<file path="src/rtl/bptx_pkg.sv">
// Shared definitions for the biphase frame transmitter.
// Assumes half-bit slot numbering starting at 0 within each segment.
package bptx_pkg;

    typedef enum logic [2:0] {
        S_IDLE,
        S_VIOL,
        S_FRAME,
        S_FILL,
        S_TAIL,
        S_HOLD,
        S_DONE
    } seq_state_t;

    localparam int VIOL_HALVES = 6;
    localparam int TAIL_HALVES = 6;
    localparam int MIN_FILL    = 3;

    // Primary-convention level of each tail slot; alternate tail is three data-0 bits.
    function automatic logic tail_level(input logic alt, input logic [2:0] idx);
        logic lvl;
        if (alt) begin
            lvl = ~idx[0];
        end else begin
            case (idx)
                3'd0:    lvl = 1'b1;
                3'd1:    lvl = 1'b0;
                3'd2:    lvl = 1'b1;
                3'd3:    lvl = 1'b1;
                default: lvl = 1'b0;
            endcase
        end
        return lvl;
    endfunction

endpackage

</file>
<file path="src/rtl/bptx_fifo.sv">
// Byte queue in front of the serializer.
// Pushes beyond DEPTH and pops from empty are ignored. Read data is taken from the head without a delay.
module bptx_fifo #(
    parameter int WIDTH = 8,
    parameter int DEPTH = 4,
    parameter int CW    = $clog2(DEPTH + 1)
) (
    input  logic             clk,
    input  logic             rst_n,
    input  logic             wr_en,
    input  logic [WIDTH-1:0] wr_data,
    input  logic             rd_en,
    output logic [WIDTH-1:0] rd_data,
    output logic             full,
    output logic             empty,
    output logic [CW-1:0]    count
);
    localparam int AW = (DEPTH > 1) ? $clog2(DEPTH) : 1;
    localparam logic [AW-1:0] LAST = AW'(DEPTH - 1);

    logic [WIDTH-1:0] mem [DEPTH];
    logic [AW-1:0]    wr_ptr;
    logic [AW-1:0]    rd_ptr;
    logic [CW-1:0]    level;
    logic             push_ok;
    logic             pop_ok;

    assign full    = (level == CW'(DEPTH));
    assign empty   = (level == '0);
    assign push_ok = wr_en && !full;
    assign pop_ok  = rd_en && !empty;
    assign rd_data = mem[rd_ptr];
    assign count   = level;

    // Store an accepted byte.
    always_ff @(posedge clk) begin
        if (push_ok) begin
            mem[wr_ptr] <= wr_data;
        end
    end

    // Advance pointers and occupancy.
    always_ff @(posedge clk) begin
        if (!rst_n) begin
            wr_ptr <= '0;
            rd_ptr <= '0;
            level  <= '0;
        end else begin
            if (push_ok) begin
                wr_ptr <= (wr_ptr == LAST) ? '0 : wr_ptr + AW'(1);
            end
            if (pop_ok) begin
                rd_ptr <= (rd_ptr == LAST) ? '0 : rd_ptr + AW'(1);
            end
            case ({push_ok, pop_ok})
                2'b10:   level <= level + CW'(1);
                2'b01:   level <= level - CW'(1);
                default: level <= level;
            endcase
        end
    end

endmodule

</file>
<file path="src/rtl/bptx_frame_slot.sv">
// Primary-convention level of one half-bit slot inside a frame.
// Frame bits: sync 1, data LSB first, even parity. A data 1 is low then high.
// Assumes half_idx stays below 2*(DATA_W+2).
module bptx_frame_slot #(
    parameter int DATA_W = 8,
    parameter int IDX_W  = 5
) (
    input  logic [DATA_W-1:0] data,
    input  logic [IDX_W-1:0]  half_idx,
    output logic              raw_level
);
    localparam int FRAME_BITS = DATA_W + 2;

    logic [FRAME_BITS-1:0] frame_word;
    logic [IDX_W-1:0]      bit_sel;
    logic                  bit_val;

    assign frame_word = {^data, data, 1'b1};
    assign bit_sel    = half_idx >> 1;

    // Pick the frame bit addressed by the slot.
    always_comb begin
        bit_val = 1'b0;
        for (int i = 0; i < FRAME_BITS; i++) begin
            if (bit_sel == IDX_W'(i)) begin
                bit_val = frame_word[i];
            end
        end
    end

    // First half carries the complement, second half the bit.
    assign raw_level = half_idx[0] ? bit_val : ~bit_val;

endmodule

</file>
<file path="src/rtl/bptx_sequencer.sv">
// Slot sequencer. On each half_tick it emits one half-bit slot and steps through
// violation, frames, fill, tail and hold. Configuration is latched when a message starts.
// Assumes the queue only empties through pop.
module bptx_sequencer
    import bptx_pkg::*;
#(
    parameter int DATA_W = 8,
    parameter int FILL_W = 8,
    parameter int HOLD_W = 8
) (
    input  logic              clk,
    input  logic              rst_n,
    input  logic              half_tick,
    input  logic              q_empty,
    input  logic [DATA_W-1:0] q_data,
    input  logic              mode_in,
    input  logic [FILL_W-1:0] fill_in,
    input  logic [HOLD_W-1:0] hold_in,
    output logic              pop,
    output logic              line_out,
    output logic              line_drive,
    output logic              mode_q_o
);
    localparam int FRAME_HALVES = 2 * (DATA_W + 2);
    localparam int IDX_W  = $clog2(FRAME_HALVES + 1);
    localparam int CW_A   = FILL_W + 1;
    localparam int CW_B   = (CW_A > HOLD_W) ? CW_A : HOLD_W;
    localparam int CNT_W  = (CW_B > IDX_W) ? CW_B : IDX_W;

    seq_state_t        state, state_n;
    logic [CNT_W-1:0]  cnt, cnt_n;
    logic [DATA_W-1:0] frame_q;
    logic              mode_q;
    logic [FILL_W-1:0] fill_q;
    logic [HOLD_W-1:0] hold_q;
    logic              line_q, drive_q;
    logic              raw_lvl, frame_raw, want_pop, start;
    logic              drive_n, mode_eff;
    logic [FILL_W-1:0] fill_clamped;
    logic [CNT_W-1:0]  fill_last, hold_last;

    bptx_frame_slot #(.DATA_W(DATA_W), .IDX_W(IDX_W)) u_slot (
        .data      (frame_q),
        .half_idx  (cnt[IDX_W-1:0]),
        .raw_level (frame_raw)
    );

    assign fill_clamped = (fill_in < FILL_W'(MIN_FILL)) ? FILL_W'(MIN_FILL) : fill_in;
    assign fill_last    = CNT_W'({fill_q, 1'b0}) - CNT_W'(1);
    assign hold_last    = CNT_W'(hold_q) - CNT_W'(1);

    // Choose the slot level and next position.
    always_comb begin
        state_n  = state;
        cnt_n    = cnt + CNT_W'(1);
        raw_lvl  = 1'b0;
        want_pop = 1'b0;
        start    = 1'b0;
        case (state)
            S_IDLE: begin
                cnt_n = '0;
                if (!q_empty) begin
                    start   = 1'b1;
                    raw_lvl = 1'b0;
                    state_n = S_VIOL;
                    cnt_n   = CNT_W'(1);
                end
            end
            S_VIOL: begin
                raw_lvl = (cnt >= CNT_W'(VIOL_HALVES / 2));
                if (cnt == CNT_W'(VIOL_HALVES - 1)) begin
                    state_n  = S_FRAME;
                    cnt_n    = '0;
                    want_pop = 1'b1;
                end
            end
            S_FRAME: begin
                raw_lvl = frame_raw;
                if (cnt == CNT_W'(FRAME_HALVES - 1)) begin
                    cnt_n = '0;
                    if (q_empty) begin
                        state_n = S_TAIL;
                    end else if (mode_q) begin
                        state_n = S_FILL;
                    end else begin
                        state_n  = S_FRAME;
                        want_pop = 1'b1;
                    end
                end
            end
            S_FILL: begin
                raw_lvl = ~cnt[0];
                if (cnt == fill_last) begin
                    state_n  = S_FRAME;
                    cnt_n    = '0;
                    want_pop = 1'b1;
                end
            end
            S_TAIL: begin
                raw_lvl = tail_level(mode_q, cnt[2:0]);
                if (cnt == CNT_W'(TAIL_HALVES - 1)) begin
                    cnt_n   = '0;
                    state_n = (mode_q && (hold_q != '0)) ? S_HOLD : S_DONE;
                end
            end
            S_HOLD: begin
                raw_lvl = 1'b0;
                if (cnt == hold_last) begin
                    state_n = S_DONE;
                    cnt_n   = '0;
                end
            end
            default: begin
                state_n = S_IDLE;
                cnt_n   = '0;
            end
        endcase
    end

    assign drive_n  = start || ((state != S_IDLE) && (state != S_DONE));
    assign mode_eff = start ? mode_in : mode_q;
    assign pop      = half_tick && want_pop;

    // Register slot outputs, position and latched configuration on each strobe.
    always_ff @(posedge clk) begin
        if (!rst_n) begin
            state   <= S_IDLE;
            cnt     <= '0;
            frame_q <= '0;
            mode_q  <= 1'b0;
            fill_q  <= FILL_W'(MIN_FILL);
            hold_q  <= '0;
            line_q  <= 1'b0;
            drive_q <= 1'b0;
        end else if (half_tick) begin
            state   <= state_n;
            cnt     <= cnt_n;
            drive_q <= drive_n;
            line_q  <= drive_n ? (raw_lvl ^ mode_eff) : 1'b0;
            if (start) begin
                mode_q <= mode_in;
                fill_q <= fill_clamped;
                hold_q <= hold_in;
            end
            if (want_pop) begin
                frame_q <= q_data;
            end
        end
    end

    assign line_out   = line_q;
    assign line_drive = drive_q;
    assign mode_q_o   = mode_q;

endmodule

</file>
<file path="src/rtl/biphase_frame_tx.sv">
// Biphase frame serial transmitter top: byte queue plus slot sequencer.
// Assumes half_tick is a one-clock strobe at twice the bit rate.
module biphase_frame_tx #(
    parameter int DATA_W      = 8,
    parameter int QUEUE_DEPTH = 4,
    parameter int FILL_W      = 8,
    parameter int HOLD_W      = 8
) (
    input  logic              clk,
    input  logic              rst_n,
    input  logic [DATA_W-1:0] in_data,
    input  logic              in_valid,
    output logic              in_ready,
    input  logic              mode_alt,
    input  logic [FILL_W-1:0] fill_bits,
    input  logic [HOLD_W-1:0] hold_halves,
    input  logic              half_tick,
    output logic              line_out,
    output logic              line_drive,
    output logic              busy
);
    localparam int QCNT_W = $clog2(QUEUE_DEPTH + 1);

    logic              q_full, q_empty, q_pop, mode_q;
    logic [DATA_W-1:0] q_data;
    logic [QCNT_W-1:0] q_count;

    bptx_fifo #(.WIDTH(DATA_W), .DEPTH(QUEUE_DEPTH), .CW(QCNT_W)) u_queue (
        .clk     (clk),
        .rst_n   (rst_n),
        .wr_en   (in_valid),
        .wr_data (in_data),
        .rd_en   (q_pop),
        .rd_data (q_data),
        .full    (q_full),
        .empty   (q_empty),
        .count   (q_count)
    );

    bptx_sequencer #(.DATA_W(DATA_W), .FILL_W(FILL_W), .HOLD_W(HOLD_W)) u_seq (
        .clk        (clk),
        .rst_n      (rst_n),
        .half_tick  (half_tick),
        .q_empty    (q_empty),
        .q_data     (q_data),
        .mode_in    (mode_alt),
        .fill_in    (fill_bits),
        .hold_in    (hold_halves),
        .pop        (q_pop),
        .line_out   (line_out),
        .line_drive (line_drive),
        .mode_q_o   (mode_q)
    );

    assign in_ready = !q_full;
    assign busy     = line_drive;

endmodule

</file>
<file path="config.mk">
export PLATFORM = sky130hd
export DESIGN_NAME = biphase_frame_tx
export DESIGN_NICKNAME = d
export VERILOG_FILES = /design/src/rtl/bptx_pkg.sv /design/src/rtl/bptx_fifo.sv /design/src/rtl/bptx_frame_slot.sv /design/src/rtl/bptx_sequencer.sv /design/src/rtl/biphase_frame_tx.sv
export SDC_FILE = /design/constraint.sdc
export NUM_CORES = 1
export LEC_CHECK = 0
export BUFFER_PORTS_ARGS = -buffer_cell sky130_fd_sc_hd__buf_4
export CORE_ASPECT_RATIO = 1.5
export CORE_MARGIN = 2
export CORE_UTILIZATION = 55
export CTS_CLUSTER_SIZE = 12
export DETAILED_ROUTE_END_ITERATION = 10
export PLACE_DENSITY = 0.8
export SLEW_MARGIN = 20
export SYNTH_ARGS = -nofsm -noshare
export SYNTH_HDL_FRONTEND = slang
export SYNTH_HIERARCHICAL = 1
export SYNTH_SLANG_ARGS = --single-unit
</file>
<file path="constraint.sdc">
create_clock -name clk -period 5.1 [get_ports clk]
set_input_delay 0.765 -clock clk [delete_from_list [all_inputs] [get_ports clk]]
set_output_delay 0.765 -clock clk [all_outputs]
set_load 0.05 [all_outputs]
</file>
Yosys cells after proc, flatten, opt, wreduce, memory -nomap -nowiden --
Memory sizes are Yosys's and may differ from the RTL's. A register that Yosys moved wholly into a read port is not among the register bits. Index checks and enable logic that the tools add are counted.
Storage, ports and cells: register bits 38, RAM bits 32, input port bits 29, output and inout port bits 4, logic and storage cells 123, memories kept 1
Operators by class: $add $sub $neg 7, magnitude comparators 2, equality and inequality tests 32, mux-type cells 46, bitwise operators 3, reductions and logical operators 22
Memory list:
- u_queue.mem | depth 4, bits a word 8, read ports 1, clocked after memory_dff 1, wr ports 1, line bptx_fifo.sv:21 | logic [WIDTH-1:0] mem [DEPTH];
Operator list (count):
- $pmux W9 S5 | 1
- $mux W9 | 4
- $mux W1 | 26
- $mux W3 | 7
- $eq A9 B9 Y1 | 2
- $pmux W3 S6 | 1
- $eq A4 B3 Y1 const B | 4
- $eq A3 B2 Y1 const B | 4
- $ne A2 B1 Y1 const B | 5
- $add A9 B1 Y9 const B | 1
- $eq A3 B3 Y1 const B | 3
- $eq A9 B3 Y1 const B | 1
- $eq A9 B5 Y1 const B | 1
- $ge A9 B2 Y1 const B | 1
- $logic_not A3 Y1 | 3
- $sub A8 B1 Y9 const B | 1
- $sub A9 B1 Y9 const B | 1
- $eq A4 B2 Y1 const B | 2
- $eq A4 B4 Y1 const B | 2
- $lt A8 B2 Y1 const B | 1
- $mux W8 | 1
- $reduce_bool A8 Y1 | 1
- $reduce_xor A8 Y1 | 1
- $reduce_and A7 Y1 | 1
- other kinds (24) | 37

Logic depth before layout (Yosys ltp) --
depth after elaboration 16, gate-level depth with buffers 18, gate-level depth less buffers 17

By module --
Netlist, hierarchy kept.
Modules (own cells, without submodules):
- bptx_sequencer | times used 1, cells an instance 327, area each 2635.0 sq um, seq. area each 780.7 sq um
- bptx_fifo | times used 1, cells an instance 98, area each 1644.1 sq um, seq. area each 1141.1 sq um
- bptx_frame_slot | times used 1, cells an instance 28, area each 226.5 sq um, seq. area each 0.0 sq um
- biphase_frame_tx | times used 1, cells an instance 2, area each 11.3 sq um, seq. area each 0.0 sq um

Worst setup path before layout --
No wires, ideal clock.
path kind reg2reg, from reg u_seq.fill_q[0], to reg u_queue.level[2] (netlist: u_queue/count[2]), library setup time 76 ps, arrival time 3428 ps, slack 1596 ps, cell stages (with the launch flop) 19, period minus slack after synthesis 3504 ps, cells stage by stage dfxtp_1 > inv_1 > ha_1 > clkbuf_1 > o21ba_2 > a221o_2 > a2111oi_4 > o21ai_2 > nor3_1 > nor2_1 > nor2_1 > o31ai_1 > inv_1 > ha_1 > inv_1 > fa_1 > xor2_1 > or3_1 > a21boi_0
Between the ends: word-level cells in the longest chain between the ends 8, elaborated cells between the ends (all ways) 10
Ends and longest elaborated chain:
- from (decl) | line bptx_sequencer.sv:34 | logic [FILL_W-1:0] fill_q;
- from (signal assigned) | line bptx_sequencer.sv:131 | fill_q <= FILL_W'(MIN_FILL);
- from (signal assigned) | line bptx_sequencer.sv:142 | fill_q <= fill_clamped;
- $sub A9 B1 Y9 (*) | line bptx_sequencer.sv:49 | assign fill_last = CNT_W'({fill_q, 1'b0}) - CNT_W'(1);
- $eq A9 B9 Y1 (*) | line bptx_sequencer.sv:93 | if (cnt == fill_last) begin
- $mux W1 (*) | line bptx_sequencer.sv:93
- $pmux W1 S3 (*) | line bptx_sequencer.sv:59 | case (state)
- $logic_and A1 B1 Y1 (*) | line bptx_sequencer.sv:122 | assign pop = half_tick && want_pop;
- net q_pop | line biphase_frame_tx.sv:24 | logic q_full, q_empty, q_pop, mode_q;
- $logic_and A1 B1 Y1 (*) | line bptx_fifo.sv:31 | assign pop_ok = rd_en && !empty;
- net u_queue.pop_ok | line bptx_fifo.sv:26 | logic pop_ok;
- $eq A2 B1 Y1 / $eq A2 B2 Y1 (equally long branches) | line bptx_fifo.sv:55 | case ({push_ok, pop_ok})
- $pmux W3 S2 / $reduce_bool A2 Y1 (equally long branches)
- to (signal assigned) | line bptx_fifo.sv:56 | 2'b10: level <= level + CW'(1);
- to (signal assigned) | line bptx_fifo.sv:57 | 2'b01: level <= level - CW'(1);
- to (signal assigned) | line bptx_fifo.sv:58 | default: level <= level;
- to (decl) | line bptx_fifo.sv:24 | logic [CW-1:0] level;
The timed path passes the listed nets; every way through them passes the cells marked *. A chain may end at the register's enable or synchronous reset.

Final worst setup path --
Ends and elaborated chain as after synthesis.

==> qor.yml <==
outcome: "completed"
synth_top_area_cell: "dfxtp_1"
drv_slew: 0
portBuffers: 32
vias: 3448
crit_chain: "inv_1, ha_1, o21ba_2, a221o_2, a2111oi_4, o21ai_2, nor3_1, nor2_1, nor2_1, o31ai_1, inv_1, ha_1, inv_1, fa_1, xor2_1, or3_1, a21boi_0"
hold_buffers: 0
syn_nets: 498
tns_ps: 0
ir_drop_v: 0.000320
htreeDepth: 3
worst_pin_slew_ps: 782
grt.busiest_layer: "met2"
cts_tree: "yes"
rsz0062_at_grt: "false"
clockRootBuffer: "clkbuf_16"
placedInstanceArea_sq_um: 4730
nFillCells: 657
place_ws_ps: 1320
synth_simple_gate_area_share_pct: 19.3
grt_usage_pct: 21.4
drc_errors: 0
first_pass_iters: 6
rows: 40
syn_area_per_cell_sq_um: 9.93
clock_sinks: 80
num_antenna_cells: 0
synth_edf_count: 32
max_freq_mhz: 262
path_max_fanout: 7
num_io_pins: 33
syn2layout_area_growth_pct: 11.4
clk_latency_ps: 340
leakage_uw: 0.00177
holdCritPathClass: "reg2reg"
cp_slowest_stage_delay_ps: 440
synth_seq_cells: 80
numCtsBuffers: 9
syn_area_sq_um: 4520
muxShareOfSynthArea_pct: 8.09
drive_above_1_share_pct: 16.4
synth_top_family_by_area: "simple AND/OR/NAND/NOR gates"
period_minus_slack_ps: 3810
gp_congestion: 0.881
coreArea_sq_um: 8010
yosysUniqueCellTypes: 72
final.setup.worst_slack_ps: 1290
synth-adder-area-share_pct: 4.04
fp.dieW_um: 78.0
first_global_vias: 3336
synth-compound-area-share_pct: 15.0
ys_seq_area_share_pct: 42.5
die_h_um: 115
worstSetupPathType: "reg2reg"
yosysTopAreaCellShare_pct: 21.3
final-hold-violation-count: 0
initial_core_util_pct: 56.4
drt-total-wl_um: 9150
ys_async_sr_fraction_pct: 0
met3_usage_pct: 4.32
routedWlPerCell_um: 15.8
critPathCaptureType: "flop"
nets: 513
crit_arrival_ps: 4070
netlist_instances: 455
postLayoutCellArea_sq_um: 5030
synth_area_leaders: "dfxtp_1 (21%), edfxtp_1 (21%), nand2_1 (5.0%)"
finalSetupViolCount: 0
cap_violations: 0
antenna_found_initial: 0
path_clk_slew_ps: 60
ys_warn_count: 6
grt_max_degree: 56
grt_pass1_wl_um: 15100
post-route-period-util_pct: 74.8
drt_iter0_markers: 320
post_cts_resized: 0
dpl.hpwl_um: 6410
multi_input_area_sq_um: 2360
clockBufferDepth: 2
ys_dominant_reg_cell: "dfxtp_1"
ant_nets: 0
crit_top_cell: "inv_1"
seqCellArea_sq_um: 1920
relSlewSlack_pct: 47.8
met1_usage_pct: 23.4
fin_skew_ps: 8.23
via_per_inst: 5.94
grt-ovfl-total: 0
met2_usage_pct: 39.3
cts_setup_buffers: 0
crit_path_start_kind: "flop"
power_density_nw_per_um2: 315
cpMaxStageDelayCell: "dfxtp_1"
worstPathRequired_ps: 5350
dieArea_sq_um: 8970
synthXorXnorAreaFrac_pct: 5.73
[sequential cells by signal, summed over array words and instances (netlist names), named ones only]
register,count
u_queue/mem,32
u_seq/cnt,9
u_seq/fill_q,8
u_seq/frame_q,8
u_seq/hold_q,8
u_queue/count,3
u_seq/state,3
u_queue/rd_ptr,2
u_queue/wr_ptr,2
u_seq/line_drive,1
u_seq/line_out,1
u_seq/mode_q_o,1
[per-stage QoR]
step | cells | hold slack (ps) | utilization, % | power (uW)
after global placement | 564 | 465 | 59.0 | 933
after detailed placement | 564 | 468 | 59.0 | 944
final | 580 | 474 | 62.8 | 1580
after global routing | 580 | 524 | 62.8 | 1640
after CTS | 580 | 479 | 62.8 | 1590
after floorplan | 455 | 456 | - | 889
[layer usage]
layer  part of all wire (%)  up-vias
li1                       -     1665
met1                     39     1646
met2                     54      110
met3                    4.0       27
met4                    2.6        0
met5                      0        -
[power by group]
part	total, uW	internal, uW	switching, uW
Sequential	729	695	34.0
Clock	650	383	267
Combinational	203	89.8	113
Total	1580	1170	414
[synthesized netlist by cell type (all sizes together), types with 3 or more instances]
| library cell | count |
|---|---|
| o22ai | 5 |
| xnor2 | 20 |
| inv | 21 |
| nor4 | 3 |
| clkbuf | 19 |
| a31o | 3 |
| nor4b | 4 |
| a21oi | 8 |
| nor2b | 10 |
| dfxtp | 48 |
| and2 | 9 |
| or2 | 3 |
| nand3 | 18 |
| a31oi | 5 |
| o21ai | 20 |
| buf | 8 |
| nand2b | 3 |
| edfxtp | 32 |
| nand2 | 60 |
| nor3b | 5 |
| nand3b | 3 |
| xor2 | 7 |
| a21o | 3 |
| ha | 13 |
| and3 | 5 |
| a21boi | 18 |
| mux2i | 17 |
| a2111oi | 3 |
| or3 | 3 |
| nor2 | 18 |
| o21bai | 3 |
| nand4 | 7 |
| nor3 | 14 |
| mux4 | 8 |
[kinds of logic (layout without fill, tap and decap cells)]
family,Yosys count,in the layout
and+or+nand+nor,169,169
AOI/OAI and AO/OA,89,89
DFF,80,80
buffers and inverters,49,69
xor gates and xnor gates,28,28
muxes,26,26
adders and majority gates,14,14
[path summary, 6_finish.rpt]
| check | slack (ps) | depth (start not counted) | from | to |
|---|---|---|---|---|
| worst max-delay path | 1290 | 17 | u_seq/fill_q[0] | u_queue/count[2] |
| worst max register to register | 1290 | 17 | u_seq/fill_q[0] | u_queue/count[2] |
| worst min-delay path | 470 | 2 | u_seq/line_out | u_seq/line_out |
| worst min register to register | 470 | 2 | u_seq/line_out | u_seq/line_out |
[layout by cell type, fill, tap and decap left out, drive strengths merged, types with 4 or more instances in the layout]
cell type,instances
a21boi,18
a21oi,8
a31oi,5
and2,9
and3,5
buf,32
clkbuf,9
dfxtp,48
edfxtp,32
ha,13
inv,23
mux2i,17
mux4,8
nand2,60
nand3,18
nand4,7
nor2,18
nor2b,10
nor3,14
nor3b,5
nor4b,4
o21ai,20
o22ai,5
xnor2,20
xor2,7
[cell type report]
class,instances,area share (%)
multi-input combinational,326,46.8
sequential,80,38.2
timing repair buffer,32,4.77
clock buffer,9,4.48
tap,105,2.61
inverter,21,1.57
clock inverter,7,1.54
[critical path: cells and delay by family (launching register included)]
kind,cells,cell delay [ps]
DFF,1,440
adders and majority gates,3,850
buffers and inverters,3,210
AOI/OAI and AO/OA,6,1420
xor gates and xnor gates,1,160
and+or+nand+nor,4,650
(Power assumes the default switching activity.)
